File: src/rtl/usbh_pkg.sv
package usbh_pkg;

  // command bit positions
  localparam int CMD_RUN  = 0;
  localparam int CMD_HRST = 1;
  localparam int CMD_GRST = 2;
  localparam int CMD_SUSP = 3;
  localparam int CMD_FRES = 4;

  // status bit positions
  localparam int ST_INT  = 0;
  localparam int ST_ERR  = 1;
  localparam int ST_RES  = 2;
  localparam int ST_HSE  = 3;
  localparam int ST_PERR = 4;
  localparam int ST_HALT = 5;

  localparam int STS_W   = 6;
  localparam int IEN_W   = 4;
  localparam int FNUM_W  = 11;
  localparam int CAUSE_W = 2;

  // register offsets inside the 32-byte window
  localparam logic [4:0] OFS_CMD  = 5'h00;
  localparam logic [4:0] OFS_STS  = 5'h02;
  localparam logic [4:0] OFS_IEN  = 5'h04;
  localparam logic [4:0] OFS_FNUM = 5'h06;
  localparam logic [4:0] OFS_BASE = 5'h08;
  localparam logic [4:0] OFS_SOF  = 5'h0C;

  localparam logic [7:0] SOF_RESET = 8'd64;

  typedef enum logic [1:0] {
    SZ_BYTE  = 2'd0,
    SZ_WORD  = 2'd1,
    SZ_DWORD = 2'd2,
    SZ_RSVD  = 2'd3
  } acc_size_e;

  typedef struct packed {
    logic cmd;
    logic sts;
    logic ien;
    logic fnum;
    logic base;
    logic sof;
  } wr_sel_t;

  function automatic logic [FNUM_W-1:0] frame_next(input logic [FNUM_W-1:0] f);
    return f + 1'b1;
  endfunction

  function automatic logic [31:0] base_keep(input logic [31:0] v);
    return {v[31:12], 12'h000};
  endfunction

  function automatic logic irq_level(input logic [CAUSE_W-1:0] cause,
                                     input logic [STS_W-1:0]   sts,
                                     input logic [IEN_W-1:0]   ien);
    return (cause[0] & ien[2]) | (cause[1] & ien[3]) |
           (sts[ST_ERR] & ien[0]) | (sts[ST_RES] & ien[1]) |
           sts[ST_HSE] | sts[ST_PERR];
  endfunction

endpackage

File: src/rtl/usbh_decode.sv
module usbh_decode
  import usbh_pkg::*;
#(
  parameter int ADDR_W = 16
) (
  input  logic              acc_valid,
  input  logic              acc_write,
  input  logic [1:0]        acc_size,
  input  logic [ADDR_W-1:0] acc_addr,
  input  logic [15:0]       cmd_q,
  input  logic [STS_W-1:0]  sts_q,
  input  logic [IEN_W-1:0]  ien_q,
  input  logic [FNUM_W-1:0] fnum_q,
  input  logic [31:0]       base_q,
  input  logic [7:0]        sof_q,
  output wr_sel_t           wsel,
  output logic [31:0]       rd_data
);

  logic [4:0] ofs;
  acc_size_e  sz;
  logic       wr;

  assign ofs = acc_addr[4:0];
  assign sz  = acc_size_e'(acc_size);
  assign wr  = acc_valid & acc_write;

  generate
    if (ADDR_W > 5) begin : g_hi
      logic unused_addr_hi;
      assign unused_addr_hi = ^acc_addr[ADDR_W-1:5];
    end
  endgenerate

  always_comb begin
    wsel      = '0;
    wsel.cmd  = wr && sz == SZ_WORD  && ofs == OFS_CMD;
    wsel.sts  = wr && sz == SZ_WORD  && ofs == OFS_STS;
    wsel.ien  = wr && sz == SZ_WORD  && ofs == OFS_IEN;
    wsel.fnum = wr && sz == SZ_WORD  && ofs == OFS_FNUM;
    wsel.base = wr && sz == SZ_DWORD && ofs == OFS_BASE;
    wsel.sof  = wr && sz == SZ_BYTE  && ofs == OFS_SOF;
  end

  always_comb begin
    rd_data = 32'hFFFF_FFFF;
    case (sz)
      SZ_BYTE:  rd_data = (ofs == OFS_SOF) ? {24'h0, sof_q} : 32'h0000_00FF;
      SZ_WORD: begin
        case (ofs)
          OFS_CMD:  rd_data = {16'h0, cmd_q};
          OFS_STS:  rd_data = {{(32-STS_W){1'b0}}, sts_q};
          OFS_IEN:  rd_data = {{(32-IEN_W){1'b0}}, ien_q};
          OFS_FNUM: rd_data = {{(32-FNUM_W){1'b0}}, fnum_q};
          default:  rd_data = 32'h0000_FF7F;
        endcase
      end
      SZ_DWORD: rd_data = (ofs == OFS_BASE) ? base_q : 32'hFFFF_FFFF;
      default:  rd_data = 32'hFFFF_FFFF;
    endcase
  end

endmodule

File: src/rtl/usbh_tick_gen.sv
module usbh_tick_gen #(
  parameter int TICK_DIV = 48000
) (
  input  logic clk,
  input  logic rst_n,
  input  logic start,
  input  logic kill,
  input  logic run,
  output logic tick_fire,
  output logic active
);

  localparam int CNT_W = (TICK_DIV > 2) ? $clog2(TICK_DIV) : 1;
  localparam logic [CNT_W-1:0] LAST = CNT_W'(TICK_DIV - 1);

  logic [CNT_W-1:0] cnt_q;

  assign tick_fire = active && (cnt_q == LAST);

  always_ff @(posedge clk or negedge rst_n) begin
    if (!rst_n) begin
      active <= 1'b0;
      cnt_q  <= '0;
    end else if (kill) begin
      active <= 1'b0;
      cnt_q  <= '0;
    end else if (start) begin
      active <= 1'b1;
      cnt_q  <= '0;
    end else if (active) begin
      if (cnt_q == LAST) begin
        cnt_q <= '0;
        if (!run) active <= 1'b0;
      end else begin
        cnt_q <= cnt_q + 1'b1;
      end
    end
  end

endmodule

File: src/rtl/usbh_status.sv
module usbh_status
  import usbh_pkg::*;
(
  input  logic               clk,
  input  logic               rst_n,
  input  logic               ctl_reset,
  input  logic               wr_sts,
  input  logic [STS_W-1:0]   wdata,
  input  logic               set_halt,
  input  logic               clr_halt,
  input  logic               ev_err,
  input  logic               ev_res,
  input  logic               ev_hse,
  input  logic               ev_perr,
  input  logic               post,
  input  logic [CAUSE_W-1:0] cause_in,
  input  logic [IEN_W-1:0]   ien,
  output logic [STS_W-1:0]   sts_q,
  output logic [CAUSE_W-1:0] cause_q,
  output logic [CAUSE_W-1:0] pend_q,
  output logic               irq
);

  logic [STS_W-1:0]   sts_d;
  logic [CAUSE_W-1:0] cause_d;
  logic [CAUSE_W-1:0] pend_d;
  logic               post_hit;

  assign post_hit = post && (pend_q != '0);

  always_comb begin
    sts_d = sts_q;
    if (wr_sts) sts_d = sts_q & ~wdata;
    if (ev_err)   sts_d[ST_ERR]  = 1'b1;
    if (ev_res)   sts_d[ST_RES]  = 1'b1;
    if (ev_hse)   sts_d[ST_HSE]  = 1'b1;
    if (ev_perr)  sts_d[ST_PERR] = 1'b1;
    if (post_hit) sts_d[ST_INT]  = 1'b1;
    if (set_halt) sts_d[ST_HALT] = 1'b1;
    if (clr_halt) sts_d[ST_HALT] = 1'b0;
  end

  always_comb begin
    cause_d = cause_q;
    if (wr_sts && wdata[ST_INT]) cause_d = '0;
    if (post_hit) cause_d = cause_d | pend_q;
  end

  always_comb begin
    if (post) pend_d = cause_in;
    else      pend_d = pend_q | cause_in;
  end

  always_ff @(posedge clk or negedge rst_n) begin
    if (!rst_n) begin
      sts_q   <= '0;
      cause_q <= '0;
      pend_q  <= '0;
    end else if (ctl_reset) begin
      sts_q   <= '0;
      cause_q <= '0;
      pend_q  <= '0;
    end else begin
      sts_q   <= sts_d;
      cause_q <= cause_d;
      pend_q  <= pend_d;
    end
  end

  assign irq = irq_level(cause_q, sts_q, ien);

endmodule

File: src/rtl/usbh_ctl_regs.sv
module usbh_ctl_regs
  import usbh_pkg::*;
#(
  parameter int ADDR_W   = 16,
  parameter int TICK_DIV = 48000
) (
  input  logic              clk,
  input  logic              rst_n,
  input  logic              acc_valid,
  input  logic              acc_write,
  input  logic [1:0]        acc_size,
  input  logic [ADDR_W-1:0] acc_addr,
  input  logic [31:0]       acc_wdata,
  output logic [31:0]       rd_data,
  input  logic [1:0]        cause_in,
  input  logic              err_evt,
  input  logic              hse_evt,
  input  logic              perr_evt,
  input  logic              resume_evt,
  output logic              frame_tick,
  output logic [10:0]       frame_num,
  output logic              bus_reset_req,
  output logic              irq
);

  logic [15:0]        cmd_q;
  logic [IEN_W-1:0]   ien_q;
  logic [FNUM_W-1:0]  fnum_q;
  logic [31:0]        base_q;
  logic [7:0]         sof_q;
  logic [STS_W-1:0]   sts_q;
  logic [CAUSE_W-1:0] cause_q;
  logic [CAUSE_W-1:0] pend_q;
  logic               bus_rst_q;
  wr_sel_t            wsel;

  // named internal events
  logic run_rise, run_drop, grst_hit, hrst_hit, ctl_reset;
  logic tick_fire, tick_active, stop_tick;
  logic set_halt, clr_halt, resume_ok;

  assign run_rise  = wsel.cmd &  acc_wdata[CMD_RUN] & ~cmd_q[CMD_RUN];
  assign run_drop  = wsel.cmd & ~acc_wdata[CMD_RUN];
  assign grst_hit  = wsel.cmd &  acc_wdata[CMD_GRST];
  assign hrst_hit  = wsel.cmd &  acc_wdata[CMD_HRST];
  assign ctl_reset = grst_hit | hrst_hit;

  assign frame_tick = tick_fire &  cmd_q[CMD_RUN];
  assign stop_tick  = tick_fire & ~cmd_q[CMD_RUN];
  assign clr_halt   = run_rise;
  assign set_halt   = (run_drop | stop_tick) & ~run_rise;
  assign resume_ok  = resume_evt & cmd_q[CMD_SUSP];

  usbh_decode #(.ADDR_W(ADDR_W)) u_dec (
    .acc_valid (acc_valid),
    .acc_write (acc_write),
    .acc_size  (acc_size),
    .acc_addr  (acc_addr),
    .cmd_q     (cmd_q),
    .sts_q     (sts_q),
    .ien_q     (ien_q),
    .fnum_q    (fnum_q),
    .base_q    (base_q),
    .sof_q     (sof_q),
    .wsel      (wsel),
    .rd_data   (rd_data)
  );

  usbh_tick_gen #(.TICK_DIV(TICK_DIV)) u_tick (
    .clk       (clk),
    .rst_n     (rst_n),
    .start     (run_rise),
    .kill      (ctl_reset),
    .run       (cmd_q[CMD_RUN]),
    .tick_fire (tick_fire),
    .active    (tick_active)
  );

  usbh_status u_sts (
    .clk       (clk),
    .rst_n     (rst_n),
    .ctl_reset (ctl_reset),
    .wr_sts    (wsel.sts),
    .wdata     (acc_wdata[STS_W-1:0]),
    .set_halt  (set_halt),
    .clr_halt  (clr_halt),
    .ev_err    (err_evt),
    .ev_res    (resume_ok),
    .ev_hse    (hse_evt),
    .ev_perr   (perr_evt),
    .post      (frame_tick),
    .cause_in  (cause_in),
    .ien       (ien_q),
    .sts_q     (sts_q),
    .cause_q   (cause_q),
    .pend_q    (pend_q),
    .irq       (irq)
  );

  always_ff @(posedge clk or negedge rst_n) begin
    if (!rst_n) begin
      cmd_q     <= '0;
      ien_q     <= '0;
      fnum_q    <= '0;
      base_q    <= '0;
      sof_q     <= SOF_RESET;
      bus_rst_q <= 1'b0;
    end else begin
      bus_rst_q <= grst_hit;
      if (ctl_reset) begin
        cmd_q  <= '0;
        ien_q  <= '0;
        fnum_q <= '0;
        base_q <= '0;
        sof_q  <= SOF_RESET;
      end else begin
        if (wsel.cmd) cmd_q <= acc_wdata[15:0];
        if (resume_ok) cmd_q[CMD_FRES] <= 1'b1;
        if (wsel.ien) ien_q <= acc_wdata[IEN_W-1:0];
        if (wsel.base) base_q <= base_keep(acc_wdata);
        if (wsel.sof) sof_q <= acc_wdata[7:0];
        if (frame_tick) fnum_q <= frame_next(fnum_q);
        else if (wsel.fnum && sts_q[ST_HALT]) fnum_q <= acc_wdata[FNUM_W-1:0];
      end
    end
  end

  assign frame_num     = fnum_q;
  assign bus_reset_req = bus_rst_q;

endmodule

File: config.mk
export PLATFORM = sky130hd
export DESIGN_NAME = usbh_ctl_regs
export DESIGN_NICKNAME = d
export VERILOG_FILES = /design/src/rtl/usbh_pkg.sv /design/src/rtl/usbh_decode.sv /design/src/rtl/usbh_tick_gen.sv /design/src/rtl/usbh_status.sv /design/src/rtl/usbh_ctl_regs.sv
export SDC_FILE = /design/constraint.sdc
export NUM_CORES = 1
export LEC_CHECK = 0
export ABC_AREA = 1
export BUFFER_PORTS_ARGS = -buffer_cell sky130_fd_sc_hd__buf_2
export CORE_UTILIZATION = 40
export CTS_BUF_LIST = sky130_fd_sc_hd__clkbuf_4 sky130_fd_sc_hd__clkbuf_8
export DETAILED_ROUTE_END_ITERATION = 6
export GPL_TIMING_DRIVEN = 0
export SLEW_MARGIN = 0
export SYNTH_ARGS = -nofsm -noshare
export SYNTH_HDL_FRONTEND = slang
export SYNTH_SLANG_ARGS = --single-unit
File: constraint.sdc
create_clock -name clk -period 5.2 [get_ports clk]
set_input_delay 0.26 -clock clk [delete_from_list [all_inputs] [get_ports clk]]
set_output_delay 0.26 -clock clk [all_outputs]
set_load 0.02 [all_outputs]
# Word-level counts from Yosys, hierarchy flattened
# Cells that the tools add are included.
# classes
bitwise_logic	28
n_addsub	2
mul	0
shifts	0
mux	39
div	0
eq_ne	8
n_reduce_logical	29
n_lt_le_gt_ge	0
# ops
op	count
2-to-1 mux 16 bit	6
2-to-1 mux 32 bit	3
one-hot mux 32 bit (3 select lines)	1
one-hot mux 16 bit (4 select lines)	1
2-to-1 mux 11 bit	3
2-to-1 mux 8 bit	3
nonzero test 3 bit	8
adder 16 x 1 -> 16 bit (second input constant)	1
== test 16 bit (second input constant)	1
bitwise AND 1 bit	14
logical AND 1 bit	13
2-to-1 mux 1 bit	13
2-to-1 mux 6 bit	2
adder 11 x 1 -> 11 bit (second input constant)	1
== test 5 x 3 -> 1 bit (second input constant)	2
== test 5 x 4 -> 1 bit (second input constant)	2
2-to-1 mux 2 bit	5
nonzero test 2 bit	5
2-to-1 mux 4 bit	2
bitwise OR 1 bit	7
bitwise AND 6 bit	1
NOT 6 bit	1
== test 5 x 2 -> 1 bit (second input constant)	1
logical NOT 5 bit	1
other kinds (6)	9
# word_totals
reg_bits	99
input_bits	60
ramBits	0
latchBits	0
memories	0
mem_bits_ro	0

# Longest topological paths before layout
# Gate-level depths: netlist of run 1.
# depth
depth_word	10
ltp_mapped	12

# By module
# A second synthesis of run 1 with hierarchy kept.
# unflattened
cells_unflattened	728
area_unflattened_um2	5325.1
# modules_own_cells
mod	area_per_inst_um2	n_inst	cells_each
usbh_ctl_regs	2756.4	1	330
usbh_tick_gen	1044.8	1	134
usbh_decode	1009.7	1	194
usbh_status	514.2	1	70

# Worst setup path after synthesis of run 1
# No wires, ideal clock.
# synth_path
path_kind	reg2reg
from	register u_tick.cnt_q[0]
to	register fnum_q[9] (netlist: frame_num[9])
n_path_buf	1
setup_ps	118
arrival_ps	1545
path_slack_ps	3537
stages_incl_launch_ff	10
synth_period_minus_slack_ps	1663
path_cell_list	dfrtp_1 > ha_1 > nand3_2 > nor2_2 > nand3_1 > nor2_4 > nor2_4 > buf_4 > nand2_1 > nand2_1
# synth_via
elab_chain_len	5
# synth_lines
element	line_no	source
from (decl)	usbh_tick_gen.sv:16	logic [CNT_W-1:0] cnt_q;
from (signal assigned)	usbh_tick_gen.sv:35	cnt_q <= cnt_q + 1'b1;
== test 16 bit (*)	usbh_tick_gen.sv:18	assign tick_fire = active && (cnt_q == LAST);
logical AND 1 bit (*)	usbh_tick_gen.sv:18	
bitwise AND 1 bit (*)	usbh_ctl_regs.sv:48	assign frame_tick = tick_fire & cmd_q[CMD_RUN];
2-to-1 mux 11 bit	usbh_ctl_regs.sv:122	if (frame_tick) fnum_q <= frame_next(fnum_q);
2-to-1 mux 11 bit	usbh_ctl_regs.sv:110	if (ctl_reset) begin
to (signal assigned)	usbh_ctl_regs.sv:122	
to (signal assigned)	usbh_ctl_regs.sv:123	else if (wsel.fnum && sts_q[ST_HALT]) fnum_q <= acc_wdata[FNUM_W-1:0];
to (decl)	usbh_ctl_regs.sv:28	logic [FNUM_W-1:0] fnum_q;
# Every way passes the cells marked *; elsewhere a longest branch is shown, timed or not.
# A chain may end at the register's enable or synchronous reset.

# Worst setup path in the final report of run 1
# layout_path
from	register u_tick.cnt_q[0]
to	output port frame_tick
# layout_via
elab_chain_len	3
# layout_lines
element	line_no	source
== test 16 bit	usbh_tick_gen.sv:18	
logical AND 1 bit	usbh_tick_gen.sv:18	
bitwise AND 1 bit	usbh_ctl_regs.sv:48	
to (decl)	usbh_ctl_regs.sv:20	output logic frame_tick,
# Every way passes these cells.

==> flow_metrics.py, run 1 <==
metrics = {
    "timing": {
        "fin_tns_setup_ns": 0,
        "setup_viol": 0,
        "rsz0062_at_grt": "false",
        "maxSlewViolCount": 0,
        "min_period_ns": 2.29,
        "worst_slew_pin_slew_ns": 0.637,
        "clock_skew_ns": 0.0150,
        "fin_crit_sh_pct": 44.0,
        "hold_ws_ns": 0.115,
        "clock.fmax_mhz": 437,
        "slew_headroom_pct": 57.4,
        "hold_violations": 0,
    },
    "routing": {
        "avgRoutedWirePerCell_microns": 15.8,
        "wl_microns": 16200,
        "drtIter0Drc": 441,
        "first_pass_iters": 5,
        "routed_via_density": 5.20,
        "ant_nets": 0,
        "drc_errors": 0,
        "vias": 5340,
    },
    "power_and_ir_drop": {
        "p_leak_nw": 3.27,
        "combPwrFrac_pct": 22.5,
        "p_sw_share_pct": 33.5,
        "power.total_mw": 1.83,
        "vdd_drop_max_uv": 147,
        "pwr-share-clk_pct": 30.0,
        "powerDensity_nw_per_um2": 291,
        "p_sw_mw": 0.614,
        "intPower_mw": 1.22,
        "seq_power_share_pct": 47.5,
    },
    "die": {
        "rows": 41,
        "die_w_microns": 118,
        "die_h_microns": 118,
        "core_area_sq_um": 12800,
        "dieArea_sq_um": 13800,
        "io_pins": 106,
        "initial_core_util_pct": 41.7,
    },
    "yosys": {
        "syn-num-nets": 805,
        "synthCells": 743,
        "syn_avg_cell_area_sq_um": 7.20,
        "yosysTopAreaCell": "dfrtp_1",
        "yosys_warnings": 0,
        "ys_async_sr_fraction_pct": 100,
        "synth-edff-count": 0,
        "synth_cell_types": 41,
        "ys_seq_area_share_pct": 40.7,
        "ys_ff_latch": 87,
        "synth_area_leaders": "dfrtp_1, nand2_1, o21ai_0",
        "syn_area_sq_um": 5350,
        "synthFlopType": "dfrtp_1",
        "synth_top_cell_area_share_pct": 40.2,
    },
    "cts": {
        "cts.repair.resized": 0,
        "cts_root_buffer": "clkbuf_8",
        "cts_buffer_depth": 2,
        "tritoncts": "done",
        "insertion_delay_ns": 0.37,
        "cts.sinks": 87,
        "ctsHtreeMaxLevel": 3,
        "numCtsBuffers": 9,
        "clk_transition_reported_paths_ns": 0.09,
    },
    "run": {
        "maxCapViolations": 0,
    },
    "global_route": {
        "antenna_found_initial": 0,
        "grt_max_degree": 56,
        "grt_first_pass_wirelength_microns": 26300,
        "grt_use_total_pct": 24.1,
        "globalRouteOverflowTotal": 0,
        "grt_pass1_vias": 5228,
    },
    "setup_path": {
        "cp.required_ns": 4.94,
        "crit_path_start_kind": "flip-flop",
        "critPathCaptureType": "output port",
        "critPathMaxFanout": 8,
        "crit_arrival_ns": 2.03,
        "critPathKind": "flip-flop to output port",
        "rrSetupSlack_ns": 3.11,
    },
    "layout": {
        "fin_nets": 911,
        "antenna-diode-count": 0,
        "area_growth_pct": 17.8,
        "drive_above_1_share_pct": 20.1,
    },
    "outcome": {
        "status": "finished, final reports clean",
    },
    "placement": {
        "dpl.hpwl_microns": 12300,
        "place_congestion": 0.926,
        "portBuffers": 93,
    },
    "min_path": {
        "hp-class": "primary input to flip-flop",
    },
}
[registers in the layout, indices dropped and copies added, names as in the netlist]
register	flops
u_sts.pend_q	2
ien_q	4
u_sts.cause_q	2
bus_reset_req	1
u_tick.cnt_q	16
u_sts.sts_q	6
sof_q	8
frame_num	11
cmd_q	16
base_q	20
u_tick.active	1
[cell usage after synthesis, types with 5 or more instances]
cell type and instances:
nand3_1 58, dfrtp_1 86, buf_2 11, clkbuf_1 6, nor2_4 6, xor2_1 11, o21ai_2 7, o21ai_1 12
nor2_2 5, nor3_1 6, nand3_2 5, nand2_1 225, nor2_1 80, nand4_1 21, a21oi_1 19, o21ai_0 65
inv_1 76
[power groups by stage]
stage               Sequential (mW)  Combinational [mW]  Clock, mW
floorplan                     0.860               0.280          0
finish                        0.870               0.412      0.550
CTS                           0.867               0.413      0.563
global placement              0.878               0.396          0
detailed placement            0.880               0.410          0
global route                  0.881               0.467      0.593
[worst max-delay path, stage by stage, from the launching register on]
cell and delay [ns]:
dfrtp_1 0.49, ha_1 0.24, nand3_2 0.13, nor2_2 0.24, nand4_1 0.24, inv_1 0.15, buf_2 0.17
[worst paths after layout]
kind,end,startpoint,cells after the start
worst max-delay path,frame_tick,u_tick.cnt_q[0]$_DFFE_PN0P_,6
worst min-delay path,u_sts.sts_q[3]$_DFFE_PN0P_,hse_evt,3
worst max register to register,frame_num[2]$_DFFE_PN0P_,u_tick.cnt_q[0]$_DFFE_PN0P_,9
worst min register to register,sof_q[3]$_DFFE_PN0P_,sof_q[3]$_DFFE_PN0P_,2
max in group asynchronous,sof_q[6]$_DFFE_PN1P_,rst_n,3
min in group asynchronous,base_q[18]$_DFFE_PN0P_,rst_n,2
[cells in the final DEF (no fill, tap or decap), types with 7 or more instances in the layout]
cell type	netlist	final
o21ai_1	12	12
nand2_1	225	225
o21ai_2	7	7
nand3_1	58	58
nand4_1	21	21
dfrtp_1	86	86
xor2_1	11	11
inv_1	76	76
o21ai_0	65	65
clkbuf_8	0	10
nor2_1	80	80
a21oi_1	19	19
buf_2	11	103
[what timing repair did]
item,4_1_cts,5_1_grt
endpoints found under the hold margin,32,0
hold buffers,1,0
setup buffers,0,0
[kinds of logic after synthesis]
kind of cell	after synthesis	share of synthesized area [%]
buf+inv	107	9.19
compound gates	118	12.4
xor+xnor	12	1.97
fa+ha+maj	2	0.468
flops	87	40.7
simple gates	417	35.3
[through the flow]
step	utilization (%)	area [sq um]	setup slack [ns]	instances
after global routing	49.1	6300	2.68	1026
final	49.1	6300	2.91	1026
after floorplan	-	5350	3.54	743
after global placement	47.0	6030	2.98	1008
after detailed placement	47.2	6060	2.98	1009
after CTS	49.1	6300	2.89	1026
[layout make-up]
| cell class | instances | area [sq um] |
|---|---|---|
| Buffer | 26 | 180 |
| Clock buffer | 12 | 153 |
| Clock inverter | 4 | 77.6 |
| Fill cell | 1335 | 6530 |
| Inverter | 81 | 312 |
| Multi-Input combinational cell | 549 | 2680 |
| Sequential cell | 87 | 2180 |
| Tap cell | 172 | 215 |
| Timing Repair Buffer | 95 | 505 |
[layer usage]
layer	share of wire [%]	vias up	GRT usage [%]
li1	-	2611	-
met1	45	2541	31.9
met2	48	163	39.7
met3	4.2	25	3.00
met4	2.1	0	9.86
met5	0	-	0
(Power assumes the default switching activity.)
==> inputs of run 2 (changes only) <==
==> constraint.sdc (replaced) <==
create_clock -name clk -period 2.2 [get_ports clk]
set_input_delay 0.11 -clock clk [delete_from_list [all_inputs] [get_ports clk]]
set_output_delay 0.11 -clock clk [all_outputs]
set_load 0.02 [all_outputs]
==> flow_metrics.py, run 2 (synthesis results as in run 1) <==
metrics = {
    "outcome": {
        "status": "finished, final reports clean",
    },
    "power_and_ir_drop": {
        "powerDensity_nw_per_um2": 668,
        "combPwrFrac_pct": 23.1,
        "p_sw_share_pct": 33.5,
        "vdd_drop_max_uv": 350,
        "pwr-share-clk_pct": 29.9,
        "seq_power_share_pct": 47.0,
        "intPower_mw": 2.91,
        "p_sw_mw": 1.46,
        "p_leak_nw": 3.37,
    },
    "routing": {
        "vias": 5494,
        "avgRoutedWirePerCell_microns": 15.7,
        "routed_via_density": 5.23,
        "drtIter0Drc": 432,
        "drc_errors": 0,
        "ant_nets": 0,
        "wl_microns": 16500,
        "first_pass_iters": 6,
    },
    "timing": {
        "worst_slew_pin_slew_ns": 0.639,
        "fin_crit_sh_pct": 93.7,
        "clock.fmax_mhz": 485,
        "rsz0062_at_grt": "true",
        "hold_violations": 0,
        "setup_ws_ns": 0.138,
        "maxSlewViolCount": 0,
        "hold_ws_ns": 0.0193,
        "min_period_ns": 2.06,
        "clock_skew_ns": 0.0157,
        "setup_viol": 0,
        "slew_headroom_pct": 57.3,
    },
    "setup_path": {
        "crit_arrival_ns": 1.95,
        "reg2reg_to": "frame_num[2]$_DFFE_PN0P_",
        "critPathKind": "flip-flop to output port",
        "cp.required_ns": 2.09,
        "regToRegStartpoint": "u_tick.cnt_q[0]$_DFFE_PN0P_",
        "cp_cell_sequence": "ha_1 -> nand3_2 -> nor2_2 -> nand4_1 -> inv_1 -> buf_2",
        "path_buf_inv": 2,
        "crit_family": "simple AND/OR/NAND/NOR gates",
        "critPathCaptureType": "output port",
        "rrSetupSlack_ns": 0.18,
        "critPathMaxFanout": 8,
        "worst_path_max_delay_cell": "dfrtp_2",
        "crit_path_start_kind": "flip-flop",
        "ff2ff_path_depth": 9,
        "cpPeakStageDelay_ns": 0.44,
    },
    "die": {
        "die_w_microns": 118,
        "dieArea_sq_um": 13800,
        "initial_core_util_pct": 41.7,
        "core_area_sq_um": 12800,
        "die_h_microns": 118,
        "rows": 41,
        "io_pins": 106,
    },
    "layout": {
        "largest_reg_flops": 20,
        "top_regs": "base_q (20), cmd_q (16), u_tick.cnt_q (16)",
        "fin_nets": 936,
        "final_common_cell": "nand2_1",
        "top_register": "base_q",
        "layout_common_cells": "nand2_1, buf_2, dfrtp_1",
        "antenna-diode-count": 0,
        "area_growth_pct": 22.5,
        "utilization_pct": 51.1,
        "drive_above_1_share_pct": 19.7,
        "fill_cells": 1315,
    },
    "cts": {
        "numCtsBuffers": 9,
        "ctsHtreeMaxLevel": 3,
        "insertion_delay_ns": 0.37,
        "postCtsSetupBuffers": 0,
        "clk_transition_reported_paths_ns": 0.09,
        "cts.sinks": 87,
        "tritoncts": "done",
        "cts_root_buffer": "clkbuf_8",
        "cts_buffer_depth": 2,
    },
    "placement": {
        "pre_cts_ws_ns": 0.164,
        "portBuffers": 93,
        "dpl.hpwl_microns": 12300,
        "place_congestion": 0.926,
    },
    "global_route": {
        "grt_use_total_pct": 24.3,
        "antenna_found_initial": 0,
        "grt_max_degree": 56,
        "globalRouteOverflowTotal": 0,
        "grt_pass1_vias": 5329,
        "grt_first_pass_wirelength_microns": 26500,
    },
    "min_path": {
        "hold_depth": 3,
        "min-delay-start": "acc_wdata[8]",
        "hp-class": "primary input to flip-flop",
        "min_to": "cmd_q[8]$_DFFE_PN0P_",
    },
    "run": {
        "maxCapViolations": 0,
    },
}
==> run 2: layer usage <==
metal  GRT usage (%)  share of wire (%)  up-vias
met5               0                  0        -
met4            10.3                2.0        0
met3            2.91                4.9       26
met2            40.3                 48      194
met1            32.0                 45     2615
li1                -                  -     2659
==> run 2: worst max-delay path by stage <==
stage / slack (ns) / start / to / cells past startpoint
floorplan: 0.54 / u_tick.cnt_q[0]$_DFFE_PN0P_ / frame_num[9]$_DFFE_PN0P_ / 9
global placement: 0.13 / rst_n / cmd_q[15]$_DFFE_PN0P_ / 1
detailed placement: 0.16 / u_tick.cnt_q[0]$_DFFE_PN0P_ / frame_num[2]$_DFFE_PN0P_ / 9
CTS: 0.04 / u_tick.cnt_q[0]$_DFFE_PN0P_ / frame_tick / 6
global route: -0.07 / u_tick.cnt_q[0]$_DFFE_PN0P_ / frame_tick / 6
finish: 0.14 / u_tick.cnt_q[0]$_DFFE_PN0P_ / frame_tick / 6
==> run 2: tightest hold or removal path, cell delays in order <==
cell and delay (ns):
buf_2 0.12, nand3_1 0.07, nand2_1 0.06
==> run 2: what timing repair did <==
item                                    4_1_cts  5_1_grt
resized for setup                             0        1
endpoints found under the setup margin        0        8
endpoints found under the hold margin        57        0
hold buffers                                 26        0
==> run 2: final cells by class <==
| type | instances | area, sq um | area share, % |
|---|---|---|---|
| buffer | 26 | 180 | 2.75 |
| clock inverter | 4 | 77.6 | 1.18 |
| inverter | 81 | 312 | 4.76 |
| timing repair buffer | 120 | 756 | 11.5 |
| sequential | 87 | 2180 | 33.3 |
| tap | 172 | 215 | 3.29 |
| multi-input combinational | 549 | 2680 | 40.9 |
| clock buffer | 12 | 153 | 2.33 |
==> run 2: power by group through the flow <==
stage | Combinational (mW) | Clock, mW | Sequential [mW]
finish | 1.01 | 1.31 | 2.06
global route | 1.14 | 1.40 | 2.09
CTS | 1.01 | 1.33 | 2.05
detailed placement | 0.969 | 0 | 2.08
global placement | 0.935 | 0 | 2.08
floorplan | 0.661 | 0 | 2.03
==> run 2: stage by stage <==
stage                     total power, mW  std cells  setup TNS (ns)  instance area, sq um
after floorplan                      2.69        743               0                  5350
after global placement               3.01       1008               0                  6030
after detailed placement             3.05       1009               0                  6060
after CTS                            4.39       1051               0                  6550
after global routing                 4.63       1051          -0.181                  6550
final                                4.37       1051               0                  6550
==> inputs of run 3 (changes only) <==
--- a/config.mk
+++ b/config.mk
@@ -11,6 +11,7 @@
 export CTS_BUF_LIST = sky130_fd_sc_hd__clkbuf_4 sky130_fd_sc_hd__clkbuf_8
 export DETAILED_ROUTE_END_ITERATION = 6
 export GPL_TIMING_DRIVEN = 0
+export RECOVER_POWER = 100
 export SLEW_MARGIN = 0
 export SYNTH_ARGS = -nofsm -noshare
 export SYNTH_HDL_FRONTEND = slang
==> constraint.sdc (replaced) <==
create_clock -name clk -period 2.2 [get_ports clk]
set_input_delay 0.11 -clock clk [delete_from_list [all_inputs] [get_ports clk]]
set_output_delay 0.11 -clock clk [all_outputs]
set_load 0.01 [all_outputs]
==> flow_metrics.py, run 3 (synthesis results as in run 1) <==
metrics = {
    "die": {
        "io_pins": 106,
        "die_h_microns": 118,
        "initial_core_util_pct": 41.7,
        "core_area_sq_um": 12800,
        "die_w_microns": 118,
        "rows": 41,
        "dieArea_sq_um": 13800,
    },
    "layout": {
        "antenna-diode-count": 0,
        "largest_reg_flops": 20,
        "fin_area_sq_um": 6400,
        "area_growth_pct": 19.7,
        "layout_common_cells": "nand2_1, dfrtp_1, nor2_1",
        "drive_above_1_share_pct": 13.7,
        "top_register": "base_q",
        "final_common_cell": "nand2_1",
        "fin_nets": 936,
        "fill_cells": 1347,
        "fin_cells": 1051,
        "top_regs": "base_q (20), cmd_q (16), u_tick.cnt_q (16)",
    },
    "placement": {
        "placed_cell_area_sq_um": 6060,
        "place_congestion": 0.926,
        "dp.cells": 1009,
        "portBuffers": 93,
        "pre_cts_ws_ns": 0.164,
        "dpl.hpwl_microns": 12300,
    },
    "setup_path": {
        "path_common_cell": "nand2_1",
        "cpPeakStageDelay_ns": 0.64,
        "cp.required_ns": 2.46,
        "crit_family": "simple AND/OR/NAND/NOR gates",
        "critPathCaptureType": "flip-flop",
        "crit_path_start_kind": "primary input",
        "path_buf_inv": 3,
        "cp_cell_sequence": "buf_6 -> clkinvlp_2 -> nand2_4 -> nor2_1 -> nand3_1 -> inv_1 -> nor2_4 -> nand2_1 -> nand2_1",
        "critPathKind": "primary input to flip-flop",
        "critPathMaxFanout": 10,
        "worst_path_max_delay_cell": "nor2_1",
        "crit_arrival_ns": 2.36,
        "rrSetupSlack_ns": 0.25,
    },
    "global_route": {
        "antenna_found_initial": 0,
        "grt_use_total_pct": 24.3,
        "grt_pass1_vias": 5329,
        "grt_max_degree": 56,
        "grt_first_pass_wirelength_microns": 26500,
        "globalRouteOverflowTotal": 0,
    },
    "cts": {
        "insertion_delay_ns": 0.37,
        "cts_buffer_depth": 2,
        "clk_transition_reported_paths_ns": 0.09,
        "numCtsBuffers": 9,
        "postCtsSetupBuffers": 0,
        "cts_root_buffer": "clkbuf_8",
        "cts.sinks": 87,
        "tritoncts": "done",
        "ctsHtreeMaxLevel": 3,
    },
    "min_path": {
        "hp-class": "primary input to flip-flop",
    },
    "routing": {
        "drc_errors": 0,
        "routed_via_density": 5.24,
        "wl_microns": 16600,
        "drtIter0Drc": 468,
        "vias": 5503,
        "avgRoutedWirePerCell_microns": 15.8,
        "ant_nets": 0,
        "first_pass_iters": 5,
    },
    "run": {
        "maxCapViolations": 0,
    },
    "power_and_ir_drop": {
        "p_leak_nw": 3.20,
        "powerDensity_nw_per_um2": 673,
        "power.total_mw": 4.30,
        "vdd_drop_max_uv": 349,
    },
    "timing": {
        "hold_violations": 0,
        "slew_headroom_pct": 40.8,
        "min_period_ns": 2.11,
        "fin_tns_setup_ns": 0,
        "rsz0062_at_grt": "false",
        "worst_slew_pin_slew_ns": 0.888,
        "fin_crit_sh_pct": 95.8,
        "clock.fmax_mhz": 474,
        "maxSlewViolCount": 0,
        "clock_skew_ns": 0.0176,
        "setup_viol": 0,
        "setup_ws_ns": 0.0914,
    },
    "outcome": {
        "status": "finished, final reports clean",
    },
}
==> run 3: report_power, final <==
part / internal (mW) / switching, mW
Combinational: 0.368 / 0.570
Clock: 0.703 / 0.607
Sequential: 1.81 / 0.241
==> run 3: cell type report <==
| cell class | count | area [sq um] | share of cell area, % |
|---|---|---|---|
| Multi-Input combinational cell | 549 | 2630 | 41.1 |
| Sequential cell | 87 | 2180 | 34.1 |
| Timing Repair Buffer | 120 | 681 | 10.6 |
| Inverter | 81 | 310 | 4.85 |
| Tap cell | 172 | 215 | 3.36 |
| Buffer | 26 | 155 | 2.42 |
| Clock buffer | 12 | 153 | 2.39 |
| Clock inverter | 4 | 77.6 | 1.21 |
==> run 3: metrics by stage <==
step	hold WS, ns	utilization [%]
finish	0.0143	49.9
global route	0.0156	49.9
CTS	0.00520	51.1
detailed placement	0.108	47.2
global placement	0.333	47.0
floorplan	-0.186	-
==> run 3: worst paths after layout <==
kind                                              from                       end  cells past startpoint
setup / recovery                           acc_size[1]  frame_num[8]$_DFFE_PN0P_                      9
hold / removal                            acc_wdata[8]      cmd_q[8]$_DFFE_PN0P_                      3
setup reg to reg           u_tick.cnt_q[0]$_DFFE_PN0P_  frame_num[2]$_DFFE_PN0P_                      9
hold reg to reg                   sof_q[3]$_DFFE_PN0P_      sof_q[3]$_DFFE_PN0P_                      2
max in group asynchronous                        rst_n     cmd_q[12]$_DFFE_PN0P_                      3
min in group asynchronous                        rst_n    base_q[20]$_DFFE_PN0P_                      2
==> run 3: routing by layer <==
layer  up-vias  track usage [%]  wire [microns]
li1       2660                -               -
met5         -                0               0
met4         0             10.3             329
met3        31             2.91             853
met1      2600             32.0            7530
met2       212             40.3            7870
==> run 3: worst min-delay path: cells and delay by family <==
family / cells / cell delay, ns
and+or+nand+nor: 2 / 0.13
buffers and inverters: 1 / 0.11
==> run 3: timing repair <==
item	in CTS	in global routing
gates resized for setup	0	3
hold buffers	26	0
endpoints found under the hold margin	57	0
endpoints found under the setup margin	0	8
